--- src/rtl/ifam_pkg.sv ---
package ifam_pkg;
  typedef enum logic [1:0] {
    ST_IDLE   = 2'd0,
    ST_FETCH  = 2'd1,
    ST_DECODE = 2'd2,
    ST_INDEX  = 2'd3
  } fsm_e;
endpackage

--- src/rtl/ifam_rst_sync.sv ---
module ifam_rst_sync (
  input  logic clk,
  input  logic rst_n,
  output logic rst_ni
);
  logic [1:0] sync_q;

  always_ff @(posedge clk or negedge rst_n) begin
    if (!rst_n) sync_q <= 2'b00;
    else        sync_q <= {sync_q[0], 1'b1};
  end

  assign rst_ni = sync_q[1];
endmodule

--- src/rtl/ifam_seq.sv ---
module ifam_seq
  import ifam_pkg::*;
(
  input  logic clk,
  input  logic rst_ni,
  input  logic start,
  input  logic mem_rdy,
  input  logic tag_nz,
  output logic launch,
  output logic req,
  output logic ld_ir,
  output logic idx_step,
  output logic busy,
  output logic done
);
  fsm_e st_q, st_d;
  logic done_q, done_d;

  always_comb begin
    st_d   = st_q;
    done_d = 1'b0;
    case (st_q)
      ST_IDLE:   if (start) st_d = ST_FETCH;
      ST_FETCH:  if (mem_rdy) st_d = ST_DECODE;
      ST_DECODE: begin
        if (tag_nz) begin
          st_d = ST_INDEX;
        end else begin
          st_d   = ST_IDLE;
          done_d = 1'b1;
        end
      end
      ST_INDEX: begin
        st_d   = ST_IDLE;
        done_d = 1'b1;
      end
      default: st_d = ST_IDLE;
    endcase
  end

  always_ff @(posedge clk or negedge rst_ni) begin
    if (!rst_ni) begin
      st_q   <= ST_IDLE;
      done_q <= 1'b0;
    end else begin
      st_q   <= st_d;
      done_q <= done_d;
    end
  end

  assign launch   = (st_q == ST_IDLE) && start;
  assign req      = (st_q == ST_FETCH);
  assign ld_ir    = (st_q == ST_DECODE);
  assign idx_step = (st_q == ST_INDEX);
  assign busy     = (st_q != ST_IDLE);
  assign done     = done_q;

  // request held until memory answers
  p_req_hold_r4: assert property (@(posedge clk) disable iff (!rst_ni)
    (req && !mem_rdy) |=> req);
  // strobe lasts one cycle
  p_done_pulse_r11: assert property (@(posedge clk) disable iff (!rst_ni)
    done |=> !done);
  // zero tag goes straight to done with no index cycle
  p_no_idx_r9: assert property (@(posedge clk) disable iff (!rst_ni)
    (ld_ir && !tag_nz) |=> (done && !idx_step));
  // an index cycle always follows a decode
  p_idx_after_decode_r8: assert property (@(posedge clk) disable iff (!rst_ni)
    idx_step |-> $past(ld_ir));
endmodule

--- src/rtl/ifam_addr.sv ---
module ifam_addr #(
  parameter int unsigned         ADDR_W   = 14,
  parameter logic [ADDR_W-1:0]   RESET_PC = '0
) (
  input  logic              clk,
  input  logic              rst_ni,
  input  logic              launch,
  input  logic              req,
  input  logic              fetch_ok,
  input  logic              alt_sel,
  input  logic [ADDR_W-1:0] alt_addr,
  output logic [ADDR_W-1:0] pc,
  output logic [ADDR_W-1:0] fetch_addr
);
  logic [ADDR_W-1:0] pc_q, pc_d;
  logic [ADDR_W-1:0] fa_q, fa_d;
  logic              alt_q, alt_d;

  always_comb begin
    pc_d  = pc_q;
    fa_d  = fa_q;
    alt_d = alt_q;
    if (launch) begin
      fa_d  = alt_sel ? alt_addr : pc_q;
      alt_d = alt_sel;
    end
    if (fetch_ok && !alt_q) pc_d = pc_q + ADDR_W'(1);
  end

  always_ff @(posedge clk or negedge rst_ni) begin
    if (!rst_ni) begin
      pc_q  <= RESET_PC;
      fa_q  <= '0;
      alt_q <= 1'b0;
    end else begin
      pc_q  <= pc_d;
      fa_q  <= fa_d;
      alt_q <= alt_d;
    end
  end

  assign pc         = pc_q;
  assign fetch_addr = fa_q;

  // sequential fetch advances the counter by one
  p_pc_step_r2: assert property (@(posedge clk) disable iff (!rst_ni)
    (fetch_ok && !alt_q) |=> (pc == $past(pc) + ADDR_W'(1)));
  // alternate fetch leaves the counter alone
  p_pc_hold_r3: assert property (@(posedge clk) disable iff (!rst_ni)
    (fetch_ok && alt_q) |=> $stable(pc));
  // address steady while waiting on memory
  p_addr_stable_r4: assert property (@(posedge clk) disable iff (!rst_ni)
    (req && !fetch_ok) |=> $stable(fetch_addr));
endmodule

--- src/rtl/ifam_idx_file.sv ---
module ifam_idx_file #(
  parameter int unsigned ADDR_W = 14,
  parameter int unsigned TAG_W  = 3
) (
  input  logic              clk,
  input  logic              rst_ni,
  input  logic              we,
  input  logic [TAG_W-1:0]  wsel,
  input  logic [ADDR_W-1:0] wdata,
  input  logic [TAG_W-1:0]  rsel,
  output logic [ADDR_W-1:0] rdata
);
  localparam int unsigned NCELL = (1 << TAG_W) - 1;

  logic [(NCELL+1)*ADDR_W-1:0] flat;

  assign flat[ADDR_W-1:0] = '0;

  for (genvar g = 1; g <= NCELL; g++) begin : g_cell
    logic [ADDR_W-1:0] val_q;
    logic              hit;
    assign hit = we && (wsel == TAG_W'(g));
    always_ff @(posedge clk or negedge rst_ni) begin
      if (!rst_ni)  val_q <= '0;
      else if (hit) val_q <= wdata;
    end
    assign flat[g*ADDR_W +: ADDR_W] = val_q;
  end

  assign rdata = flat[int'(rsel)*ADDR_W +: ADDR_W];

  // a write lands in the selected cell at the next edge
  p_write_lands_r10: assert property (@(posedge clk) disable iff (!rst_ni)
    (we && (wsel != '0) && (rsel == wsel)) |=> (rdata == $past(wdata)));
endmodule

--- src/rtl/ifam_decode.sv ---
module ifam_decode #(
  parameter int unsigned WORD_W = 24,
  parameter int unsigned ADDR_W = 14,
  parameter int unsigned TAG_W  = 3
) (
  input  logic                     clk,
  input  logic                     rst_ni,
  input  logic                     fetch_ok,
  input  logic [WORD_W-1:0]        mem_rdata,
  input  logic                     ld_ir,
  input  logic                     idx_step,
  input  logic [ADDR_W-1:0]        base_addr,
  input  logic [ADDR_W-1:0]        idx_val,
  output logic [TAG_W-1:0]         tag,
  output logic                     tag_nz,
  output logic [WORD_W-ADDR_W-1:0] ir_opcode,
  output logic [ADDR_W-1:0]        ir_operand
);
  localparam int unsigned OPC_W   = WORD_W - ADDR_W;
  localparam int unsigned REL_BIT = ADDR_W;
  localparam int unsigned TAG_LO  = ADDR_W + 1;

  logic [WORD_W-1:0] buf_q, buf_d;
  logic [OPC_W-1:0]  opc_q, opc_d;
  logic [ADDR_W-1:0] opr_q, opr_d;
  logic [ADDR_W-1:0] rel_off;

  assign tag     = buf_q[TAG_LO +: TAG_W];
  assign tag_nz  = |tag;
  assign rel_off = buf_q[REL_BIT] ? base_addr : '0;

  always_comb begin
    buf_d = buf_q;
    opc_d = opc_q;
    opr_d = opr_q;
    if (fetch_ok) buf_d = mem_rdata;
    if (ld_ir) begin
      opc_d = buf_q[WORD_W-1:ADDR_W];
      opr_d = buf_q[ADDR_W-1:0] + rel_off;
    end else if (idx_step) begin
      opr_d = opr_q + idx_val;
    end
  end

  always_ff @(posedge clk or negedge rst_ni) begin
    if (!rst_ni) begin
      buf_q <= '0;
      opc_q <= '0;
      opr_q <= '0;
    end else begin
      buf_q <= buf_d;
      opc_q <= opc_d;
      opr_q <= opr_d;
    end
  end

  assign ir_opcode  = opc_q;
  assign ir_operand = opr_q;

  // the index cycle touches only the operand
  p_idx_keeps_opcode_r8: assert property (@(posedge clk) disable iff (!rst_ni)
    idx_step |=> $stable(ir_opcode));
  // instruction register holds outside decode and index cycles
  p_ir_hold_r11: assert property (@(posedge clk) disable iff (!rst_ni)
    (!ld_ir && !idx_step) |=> ($stable(ir_operand) && $stable(ir_opcode)));
endmodule

--- src/rtl/ifetch_addr_mod.sv ---
module ifetch_addr_mod #(
  parameter int unsigned       WORD_W   = 24,
  parameter int unsigned       ADDR_W   = 14,
  parameter int unsigned       TAG_W    = 3,
  parameter logic [ADDR_W-1:0] RESET_PC = '0
) (
  input  logic                     clk,
  input  logic                     rst_n,
  input  logic                     fetch_start,
  input  logic                     alt_sel,
  input  logic [ADDR_W-1:0]        alt_addr,
  output logic                     mem_req,
  output logic [ADDR_W-1:0]        mem_addr,
  input  logic                     mem_rdy,
  input  logic [WORD_W-1:0]        mem_rdata,
  input  logic                     idx_we,
  input  logic [TAG_W-1:0]         idx_wsel,
  input  logic [ADDR_W-1:0]        idx_wdata,
  output logic [ADDR_W-1:0]        pc,
  output logic [WORD_W-ADDR_W-1:0] ir_opcode,
  output logic [ADDR_W-1:0]        ir_operand,
  output logic                     busy,
  output logic                     fetch_done
);
  logic              rst_ni;
  logic              launch, req, ld_ir, idx_step, fetch_ok;
  logic              tag_nz;
  logic [TAG_W-1:0]  tag;
  logic [ADDR_W-1:0] fetch_addr, idx_val;

  assign fetch_ok = req && mem_rdy;

  ifam_rst_sync u_rst (
    .clk    (clk),
    .rst_n  (rst_n),
    .rst_ni (rst_ni)
  );

  ifam_seq u_seq (
    .clk      (clk),
    .rst_ni   (rst_ni),
    .start    (fetch_start),
    .mem_rdy  (mem_rdy),
    .tag_nz   (tag_nz),
    .launch   (launch),
    .req      (req),
    .ld_ir    (ld_ir),
    .idx_step (idx_step),
    .busy     (busy),
    .done     (fetch_done)
  );

  ifam_addr #(.ADDR_W(ADDR_W), .RESET_PC(RESET_PC)) u_addr (
    .clk        (clk),
    .rst_ni     (rst_ni),
    .launch     (launch),
    .req        (req),
    .fetch_ok   (fetch_ok),
    .alt_sel    (alt_sel),
    .alt_addr   (alt_addr),
    .pc         (pc),
    .fetch_addr (fetch_addr)
  );

  ifam_idx_file #(.ADDR_W(ADDR_W), .TAG_W(TAG_W)) u_idx (
    .clk    (clk),
    .rst_ni (rst_ni),
    .we     (idx_we),
    .wsel   (idx_wsel),
    .wdata  (idx_wdata),
    .rsel   (tag),
    .rdata  (idx_val)
  );

  ifam_decode #(.WORD_W(WORD_W), .ADDR_W(ADDR_W), .TAG_W(TAG_W)) u_dec (
    .clk        (clk),
    .rst_ni     (rst_ni),
    .fetch_ok   (fetch_ok),
    .mem_rdata  (mem_rdata),
    .ld_ir      (ld_ir),
    .idx_step   (idx_step),
    .base_addr  (fetch_addr),
    .idx_val    (idx_val),
    .tag        (tag),
    .tag_nz     (tag_nz),
    .ir_opcode  (ir_opcode),
    .ir_operand (ir_operand)
  );

  assign mem_req  = req;
  assign mem_addr = fetch_addr;

  // nothing requested while idle
  p_idle_quiet_r1: assert property (@(posedge clk) disable iff (!rst_ni)
    !busy |-> (!mem_req && !fetch_done) || fetch_done && !mem_req);
endmodule

--- config.mk ---
export PLATFORM = sky130hd
export DESIGN_NAME = ifetch_addr_mod
export DESIGN_NICKNAME = d
export VERILOG_FILES = /design/src/rtl/ifam_pkg.sv /design/src/rtl/ifam_rst_sync.sv /design/src/rtl/ifam_seq.sv /design/src/rtl/ifam_addr.sv /design/src/rtl/ifam_idx_file.sv /design/src/rtl/ifam_decode.sv /design/src/rtl/ifetch_addr_mod.sv
export SDC_FILE = /design/constraint.sdc
export NUM_CORES = 1
export LEC_CHECK = 0
export CELL_PAD_IN_SITES_DETAIL_PLACEMENT = 0
export CELL_PAD_IN_SITES_GLOBAL_PLACEMENT = 2
export CORE_MARGIN = 2
export CORE_UTILIZATION = 42
export CTS_BUF_LIST = sky130_fd_sc_hd__clkbuf_4 sky130_fd_sc_hd__clkbuf_8
export CTS_CLUSTER_DIAMETER = 50
export DETAILED_ROUTE_END_ITERATION = 8
export PLACE_DENSITY_LB_ADDON = 0.1
export RECOVER_POWER = 50
export SLEW_MARGIN = 20
export SYNTH_ARGS = -nofsm -noshare
export SYNTH_HDL_FRONTEND = slang
export SYNTH_SLANG_ARGS = --single-unit
--- constraint.sdc ---
create_clock -name clk -period 10 [get_ports clk]
set_input_delay 1 -clock clk [delete_from_list [all_inputs] [get_ports clk]]
set_output_delay 1 -clock clk [all_outputs]
set_load 0.02 [all_outputs]
==> metrics.log, run 1 <==
INFO  metric leakagePower = roughly 4.6 nW
INFO  metric slowest_stage = sky130_fd_sc_hd__clkbuf_1
INFO  metric yosysUniqueCellTypes = 55
INFO  metric clockPowerShare = 0.141
INFO  metric cellPowerDensity = approximately 330 nW/um^2
INFO  metric multi_input_comb_area = roughly 4300 um^2
INFO  metric synth.most_common_cell = sky130_fd_sc_hd__dfrtp_1
INFO  metric detailedRoute.firstPassIterationCount = 6
INFO  metric worst_ir_drop_vdd = 126 uV
INFO  metric cap_violations = 3
INFO  metric overflow = 0
INFO  metric cts_root_buf = sky130_fd_sc_hd__clkbuf_8
INFO  metric synthFlopType = sky130_fd_sc_hd__dfrtp_1
INFO  metric seq_power_share = 0.319
INFO  metric post_dp_hpwl = ~16000 um
INFO  metric worstHoldPathType = flip-flop to flip-flop
INFO  metric worst-endpoint-required = between 10 and 15 ns
INFO  metric area_grow_syn2layout = 20.2%
INFO  metric worst-setup-path-type = flip-flop to async pin
INFO  metric clk_transition_reported_paths = around 0.10 ns
INFO  metric number_of_cells_produced_by_synthesis = between 700 and 800
INFO  metric critical_path_arrival = 5.90 ns
INFO  metric average_instance_area_after_synthesis = 12.0 um^2
INFO  metric report.final.hold_viol_count = 0
INFO  metric power_switching_share = 0.414
INFO  metric setup_violations = 0
INFO  metric syn_area = about 9000 um^2
INFO  metric cts-buffers-inserted = 17
INFO  metric timing.critical_path.slowest_cell_delay = roughly 3.1 ns
INFO  metric clk-insertion-delay-late = roughly 0.45 ns
INFO  metric antenna_cells = 0
INFO  metric post_cts.repair.setup_buffers = 0
INFO  metric synthesized_nets = ~840
INFO  metric drc = 0
INFO  metric number_of_global_route_vias_before_repair = between 6k and 7k
INFO  metric die_area = 22700 um^2
INFO  metric drive_above_1_share = 0.224
INFO  metric cts_resized = 0
INFO  metric cts-hold-fix-buffers = 0
INFO  metric chipWidth = about 150 um
INFO  metric finalCoreUtilization = 0.516
INFO  metric detailed_place.area = 10500 um^2
INFO  metric timing.setup.tns = 0 ns
INFO  metric cts_tree = done
INFO  metric port-buffer-count = about 120
INFO  metric period_share = 0.543
INFO  metric synth.top_cell.area_share = 0.499
INFO  metric synth-edff-count = 0
INFO  metric synth_seq_cells = 180
INFO  metric slew_violations = 141
INFO  metric final.setup_skew = 0.0177 ns
INFO  metric n_fill_cell = 1844
INFO  metric yosys-top-cells-area = sky130_fd_sc_hd__dfrtp_1 50%, sky130_fd_sc_hd__mux2_2 17%, sky130_fd_sc_hd__ha_1 3.7%, sky130_fd_sc_hd__mux4_2 3.5%, sky130_fd_sc_hd__nand2_1 2.5%
INFO  metric gpl.final_weighted_congestion = about 0.83
INFO  metric first_pass_grt_wire_length = roughly 35000 um
INFO  metric final_net_count = approximately 950
INFO  metric switchingPower = roughly 0.0015 W
INFO  metric fmax = approximately 0.18 GHz
INFO  metric ys.warnings.count = 0
INFO  metric fin_total_pwr = ~0.0036 W
INFO  metric fraction_of_registers_with_async_set_reset = 1.00
INFO  metric slew_headroom = -1.88
INFO  metric number_of_ports_placed_on_the_die_boundary = 116
INFO  metric tightest_slew = 4.32 ns
INFO  metric final_area = between 10000 and 15000 um^2
INFO  metric timing.final.crit_period = around 5.4 ns
INFO  metric first_iter_violations = about 280
INFO  metric run_status = finished with violations
INFO  metric core = 21000 um^2
INFO  metric route.final.wire_length = between 20000 and 25000 um
INFO  metric clk_path_buf_depth = 2
INFO  metric row_count = 53
INFO  metric violations = capacitance limit, slew limit
INFO  metric post_dr_wirelength_cell = between 15 and 20 um
INFO  metric synth_top_cell_by_area = sky130_fd_sc_hd__dfrtp_1
INFO  metric grt_max_degree = a little over 80
INFO  metric power.internal = 0.00209 W
INFO  metric post_synth_most_frequent_cells = 180 x sky130_fd_sc_hd__dfrtp_1, 136 x sky130_fd_sc_hd__mux2_2, 61 x sky130_fd_sc_hd__nand2_1
INFO  metric grt_antenna_before_repair = 0
INFO  metric ant_nets = 0
INFO  metric seqCellArea = approximately 4500 um^2
INFO  metric pwr-share-comb = 0.540
INFO  metric gr-usage-all-layers = 0.202
INFO  metric fp.dieH = 151 um
INFO  metric rsz0062_at_grt = no
INFO  metric vias = 6204
INFO  metric clock_tree.htree_level_count = 4
INFO  metric final_worst_hold_slack = 0.363 ns
INFO  metric critical_path.cell_chain = clkbuf_1 -> buf_4
INFO  metric sequential_share_of_the_synthesized_area = 0.499
INFO  metric end_kind = async pin
INFO  metric drt-vias-per-instance = 5.39
INFO  metric timing.critical_path.fanout_max = a little over 80
INFO  metric start_kind = flip-flop
INFO  metric clkSinkCount = 180
INFO  metric initial_core_util = 0.429
[power by group through the flow]
stage               Clock (W)  Sequential, W  Combinational [W]
floorplan                   0        0.00119            0.00129
global placement            0        0.00114            0.00191
detailed placement          0        0.00115            0.00193
CTS                  0.000525        0.00114            0.00194
global route         0.000557        0.00117            0.00214
finish               0.000504        0.00114            0.00192
[through the flow]
stage	setup slack [ns]	std cells
global placement	6.28	1118
finish	4.57	1150
CTS	6.24	1150
global route	3.35	1150
floorplan	4.61	753
detailed placement	6.26	1118
[per-layer routing]
metal | vias to the layer above | share of wire | GRT usage
met5 | - | 0 | 0
met3 | 22 | 0.032 | 0.0379
met4 | 0 | 0.014 | 0.0481
li1 | 2936 | - | -
met1 | 3141 | 0.45 | 0.261
met2 | 105 | 0.51 | 0.351
[layout make-up]
| type | instances | area share |
|---|---|---|
| Sequential cell | 180 | 0.415 |
| Clock buffer | 20 | 0.0248 |
| Multi-Input combinational cell | 525 | 0.400 |
| Clock inverter | 12 | 0.0127 |
| Tap cell | 275 | 0.0317 |
| Inverter | 10 | 0.00346 |
| Timing Repair Buffer | 128 | 0.112 |
[logic make-up (layout without fill, tap and decap cells)]
logic type,after synthesis,after routing,share of synthesized area
other cells,1,1,0.000416
fa+ha+maj,29,29,0.0419
compound gates,129,129,0.0888
flops,180,180,0.499
buf+inv,48,170,0.0204
xor+xnor,31,31,0.0301
mux,174,174,0.232
simple gates,161,161,0.0875
[critical path: cells and delay by family, from the launching register on]
kind                   cells  cell delay [ns]
buffers and inverters      2             4.14
flip-flops                 1             1.17
[flip-flops by register name (all words and copies together), names as in the netlist, 2 cells and up]
register	flops
u_dec.ir_operand	14
u_addr.fetch_addr	14
u_rst.sync_q	2
u_idx.g_cell.val_q	98
u_dec.buf_q	24
u_addr.pc	14
u_seq.st_q	2
u_dec.ir_opcode	10
[cells in the final DEF (no fill, tap or decap), types with 3 or more instances in the layout]
| master | n |
|---|---|
| sky130_fd_sc_hd__a21oi_1 | 41 |
| sky130_fd_sc_hd__mux2_2 | 136 |
| sky130_fd_sc_hd__clkinvlp_4 | 3 |
| sky130_fd_sc_hd__buf_4 | 5 |
| sky130_fd_sc_hd__mux4_2 | 14 |
| sky130_fd_sc_hd__nand2_1 | 61 |
| sky130_fd_sc_hd__o221ai_1 | 4 |
| sky130_fd_sc_hd__xnor2_1 | 20 |
| sky130_fd_sc_hd__and2_1 | 14 |
| sky130_fd_sc_hd__a22oi_1 | 14 |
| sky130_fd_sc_hd__nor3_1 | 5 |
| sky130_fd_sc_hd__nand3_1 | 10 |
| sky130_fd_sc_hd__o21bai_1 | 3 |
| sky130_fd_sc_hd__inv_8 | 3 |
| sky130_fd_sc_hd__mux2_1 | 3 |
| sky130_fd_sc_hd__clkbuf_1 | 8 |
| sky130_fd_sc_hd__a21o_1 | 6 |
| sky130_fd_sc_hd__clkbuf_8 | 19 |
| sky130_fd_sc_hd__nand2b_1 | 3 |
| sky130_fd_sc_hd__xor2_1 | 11 |
| sky130_fd_sc_hd__dfrtp_1 | 180 |
| sky130_fd_sc_hd__nor2_1 | 37 |
| sky130_fd_sc_hd__nand4_1 | 7 |
| sky130_fd_sc_hd__and3_1 | 3 |
| sky130_fd_sc_hd__o211ai_1 | 4 |
| sky130_fd_sc_hd__o21ai_0 | 30 |
| sky130_fd_sc_hd__ha_1 | 27 |
| sky130_fd_sc_hd__clkdlybuf4s50_1 | 113 |
| sky130_fd_sc_hd__inv_1 | 10 |
| sky130_fd_sc_hd__o21a_1 | 7 |
| sky130_fd_sc_hd__nand4b_1 | 3 |
| sky130_fd_sc_hd__a211oi_1 | 7 |
| sky130_fd_sc_hd__mux2i_1 | 21 |
[worst paths after layout]
kind,slack [ns],from,endpoint,cells after the start
worst max-delay path,4.57,u_rst.sync_q[1],u_idx.g_cell[4].val_q[1],2
worst min-delay path,0.36,u_rst.sync_q[0],u_rst.sync_q[1],0
worst max register to register,4.57,u_rst.sync_q[1],u_idx.g_cell[4].val_q[1],2
worst min register to register,0.36,u_rst.sync_q[0],u_rst.sync_q[1],0
max in group clk,5.06,u_dec.buf_q[15],u_dec.ir_operand[10],12
min in group asynchronous,0.52,u_rst.sync_q[1],u_addr.pc[1],0
(Power assumes the default switching activity.)
==> run 2, diff against run 1 <==
--- a/config.mk
+++ b/config.mk
@@ -8,7 +8,7 @@
 export CELL_PAD_IN_SITES_DETAIL_PLACEMENT = 0
 export CELL_PAD_IN_SITES_GLOBAL_PLACEMENT = 2
 export CORE_MARGIN = 2
-export CORE_UTILIZATION = 42
+export CORE_UTILIZATION = 39
 export CTS_BUF_LIST = sky130_fd_sc_hd__clkbuf_4 sky130_fd_sc_hd__clkbuf_8
 export CTS_CLUSTER_DIAMETER = 50
 export DETAILED_ROUTE_END_ITERATION = 8
==> constraint.sdc (replaced) <==
create_clock -name clk -period 5.6 [get_ports clk]
set_input_delay 0.56 -clock clk [delete_from_list [all_inputs] [get_ports clk]]
set_output_delay 0.56 -clock clk [all_outputs]
set_load 0.02 [all_outputs]
==> run 2 against run 1 <==
The run still ends with capacitance limit, slew limit left. Routed wire length increased by 2.7%. Combinational power up 72%. Critical path type is now flip-flop to flip-flop. Clock skew up 0.0067 ns. Critical path depth is 9 higher. Non-clock buffer count down 2. Die area increased by 7.5%. Final cell count up 0.70%.
==> metrics.log, run 2 (synthesis results as in run 1) <==
INFO  metric pwr-share-comb = 0.517
INFO  metric post_dr_wirelength_cell = 19.3 um
INFO  metric core = between 20000 and 25000 um^2
INFO  metric worst-endpoint-required = about 6.0 ns
INFO  metric gpl.final_weighted_congestion = roughly 0.86
INFO  metric rsz0062_at_grt = no
INFO  metric n_fill_cell = around 2.1k
INFO  metric cts_tree = done
INFO  metric tightest_slew = ~2.8 ns
INFO  metric overflow = 0
INFO  metric cap_violations = 1
INFO  metric grt_antenna_before_repair = 0
INFO  metric violations = capacitance limit, slew limit
INFO  metric first_pass_grt_wire_length = 35800 um
INFO  metric drc = 0
INFO  metric area_grow_syn2layout = 20.9%
INFO  metric timing.setup.tns = 0 ns
INFO  metric slew_headroom = -0.893
INFO  metric setup_ws = just over 1 ns
INFO  metric startpoint = u_dec.buf_q[15]
INFO  metric cts-buffers-inserted = 17
INFO  metric worst_ir_drop_vdd = 212 uV
INFO  metric cts_resized = 0
INFO  metric timing.critical_path.fanout_max = 17
INFO  metric leakagePower = roughly 4.7 nW
INFO  metric mostFrequentLayoutCell = sky130_fd_sc_hd__dfrtp_1
INFO  metric fmax = about 0.22 GHz
INFO  metric seq_power_share = 0.330
INFO  metric grt_util_met1 = 0.265
INFO  metric die_area = 24400 um^2
INFO  metric power_switching_share = 0.416
INFO  metric final_worst_hold_slack = just under 0.3 ns
INFO  metric grt_max_degree = 73
INFO  metric placement.setup.worst_slack = 1.51 ns
INFO  metric globalRoute.busiestLayer = met2
INFO  metric switchingPower = 0.00265 W
INFO  metric worst_setup_path_endpoint = u_dec.ir_operand[13]
INFO  metric initial_core_util = 0.397
INFO  metric critical_path_arrival = just under 5 ns
INFO  metric cts_root_buf = sky130_fd_sc_hd__clkbuf_8
INFO  metric worst_r2r_endpoint = u_dec.ir_operand[13]
INFO  metric row_count = 55
INFO  metric detailedRoute.firstPassIterationCount = 4
INFO  metric ant_nets = 0
INFO  metric drive_above_1_share = 0.226
INFO  metric period_share = 0.814
INFO  metric slew_violations = 73
INFO  metric clk_transition_reported_paths = around 0.11 ns
INFO  metric timing.final.crit_period = approximately 4.6 ns
INFO  metric setup_violations = 0
INFO  metric gr-usage-all-layers = 0.191
INFO  metric power.internal = roughly 0.0037 W
INFO  metric antenna_cells = 0
INFO  metric seqCellArea = around 4500 um^2
INFO  metric worst-r2r-setup-slack = 1.04 ns
INFO  metric multi_input_comb_area = ~4300 um^2
INFO  metric final.setup_skew = ~0.024 ns
INFO  metric route.final.wire_length = ~22000 um
INFO  metric clk_path_buf_depth = 2
INFO  metric met2_usage = 0.316
INFO  metric clkSinkCount = 180
INFO  metric clockPowerShare = 0.153
INFO  metric port-buffer-count = around 120
INFO  metric worst-setup-path-type = flip-flop to flip-flop
INFO  metric final_net_count = 950
INFO  metric chipWidth = between 150 and 200 um
INFO  metric cts-hold-fix-buffers = 0
INFO  metric r2r-start = u_dec.buf_q[15]
INFO  metric top_register = u_idx.g_cell.val_q
INFO  metric post_cts.repair.setup_buffers = 0
INFO  metric worstHoldPathType = input pin to async pin
INFO  metric layout.cells.most_common_list = 180 x sky130_fd_sc_hd__dfrtp_1, 136 x sky130_fd_sc_hd__mux2_2, 98 x sky130_fd_sc_hd__clkdlybuf4s50_1
INFO  metric run_status = finished with violations
INFO  metric end_kind = flip-flop
INFO  metric post_dp_hpwl = 16000 um
INFO  metric grt_use_met3 = 0.0294
INFO  metric clock_tree.htree_level_count = 4
INFO  metric fp.dieH = 156 um
INFO  metric report.final.hold_viol_count = 0
INFO  metric largest_register_ff_count = around 100
INFO  metric number_of_global_route_vias_before_repair = about 6.5k
INFO  metric number_of_ports_placed_on_the_die_boundary = approximately 120
INFO  metric biggestRegsByFlops = u_idx.g_cell.val_q (98), u_dec.buf_q (24)
INFO  metric vias = slightly above 6k
INFO  metric cellPowerDensity = between 500 and 600 nW/um^2
INFO  metric r2r.worst_path.cells = 11
INFO  metric drt-vias-per-instance = ~5.4
INFO  metric first_iter_violations = a little over 300
INFO  metric start_kind = flip-flop
INFO  metric clk-insertion-delay-late = roughly 0.48 ns
run 2: cell count changes in the layout (fill, tap and decap cells not counted), sizes merged:
cell,delta
clkinvlp,-3
clkinv,+4
clkdlybuf4s50,-15
bufinv,+1
clkbuf,-5
inv,+1
dlygate4sd3,+15
run 2: critical path, cell delays in order (launching register included):
cell and delay [ns]:
sky130_fd_sc_hd__dfrtp_1 0.90, sky130_fd_sc_hd__clkbuf_1 0.80, sky130_fd_sc_hd__mux4_2 0.60, sky130_fd_sc_hd__nand2_1 0.08, sky130_fd_sc_hd__o21ai_0 0.12, sky130_fd_sc_hd__ha_1 0.44
sky130_fd_sc_hd__and3_1 0.19, sky130_fd_sc_hd__nand4_1 0.12, sky130_fd_sc_hd__or4_4 0.53, sky130_fd_sc_hd__and4_4 0.20, sky130_fd_sc_hd__or4_1 0.39, sky130_fd_sc_hd__nand4_1 0.10
run 2: layout make-up:
| class | instances | share of cell area |
|---|---|---|
| inverter | 10 | 0.00344 |
| clock inverter | 15 | 0.0196 |
| multi-input combinational | 525 | 0.398 |
| clock buffer | 17 | 0.0215 |
| sequential | 180 | 0.413 |
| tap | 285 | 0.0327 |
| timing repair buffer | 126 | 0.112 |
run 2: power groups by stage:
| stage | Clock [W] | Combinational [W] | Sequential (W) |
|---|---|---|---|
| floorplan | 0 | 0.00230 | 0.00213 |
| global placement | 0 | 0.00330 | 0.00212 |
| detailed placement | 0 | 0.00335 | 0.00214 |
| CTS | 0.00101 | 0.00337 | 0.00211 |
| global route | 0.00106 | 0.00365 | 0.00217 |
| finish | 0.000976 | 0.00330 | 0.00210 |
run 2: metal layers:
metal  share of wire  wire [um]
met1            0.48      10700
met2            0.48      10800
met3           0.025        552
met4           0.010        234
met5               0          0
run 2: how the worst min path moves through the flow:
stage	startpoint	endpoint	cells after the start
4_1_cts	rst_n	u_rst.sync_q[1]	1
2_1_floorplan	rst_n	u_rst.sync_q[0]	0
6_report	rst_n	u_rst.sync_q[0]	1
3_5_place_dp	u_rst.sync_q[0]	u_rst.sync_q[1]	0
3_3_place_gp	u_rst.sync_q[0]	u_rst.sync_q[1]	0
5_1_grt	rst_n	u_rst.sync_q[0]	1
run 2: stage by stage:
stage	instances	power, W	utilization	instance area [um^2]
6_report	1158	0.00638	0.480	10900
3_3_place_gp	1124	0.00542	0.461	10500
5_1_grt	1158	0.00689	0.480	10900
2_1_floorplan	753	0.00443	-	9020
4_1_cts	1156	0.00649	0.481	10900
3_5_place_dp	1124	0.00549	0.461	10500
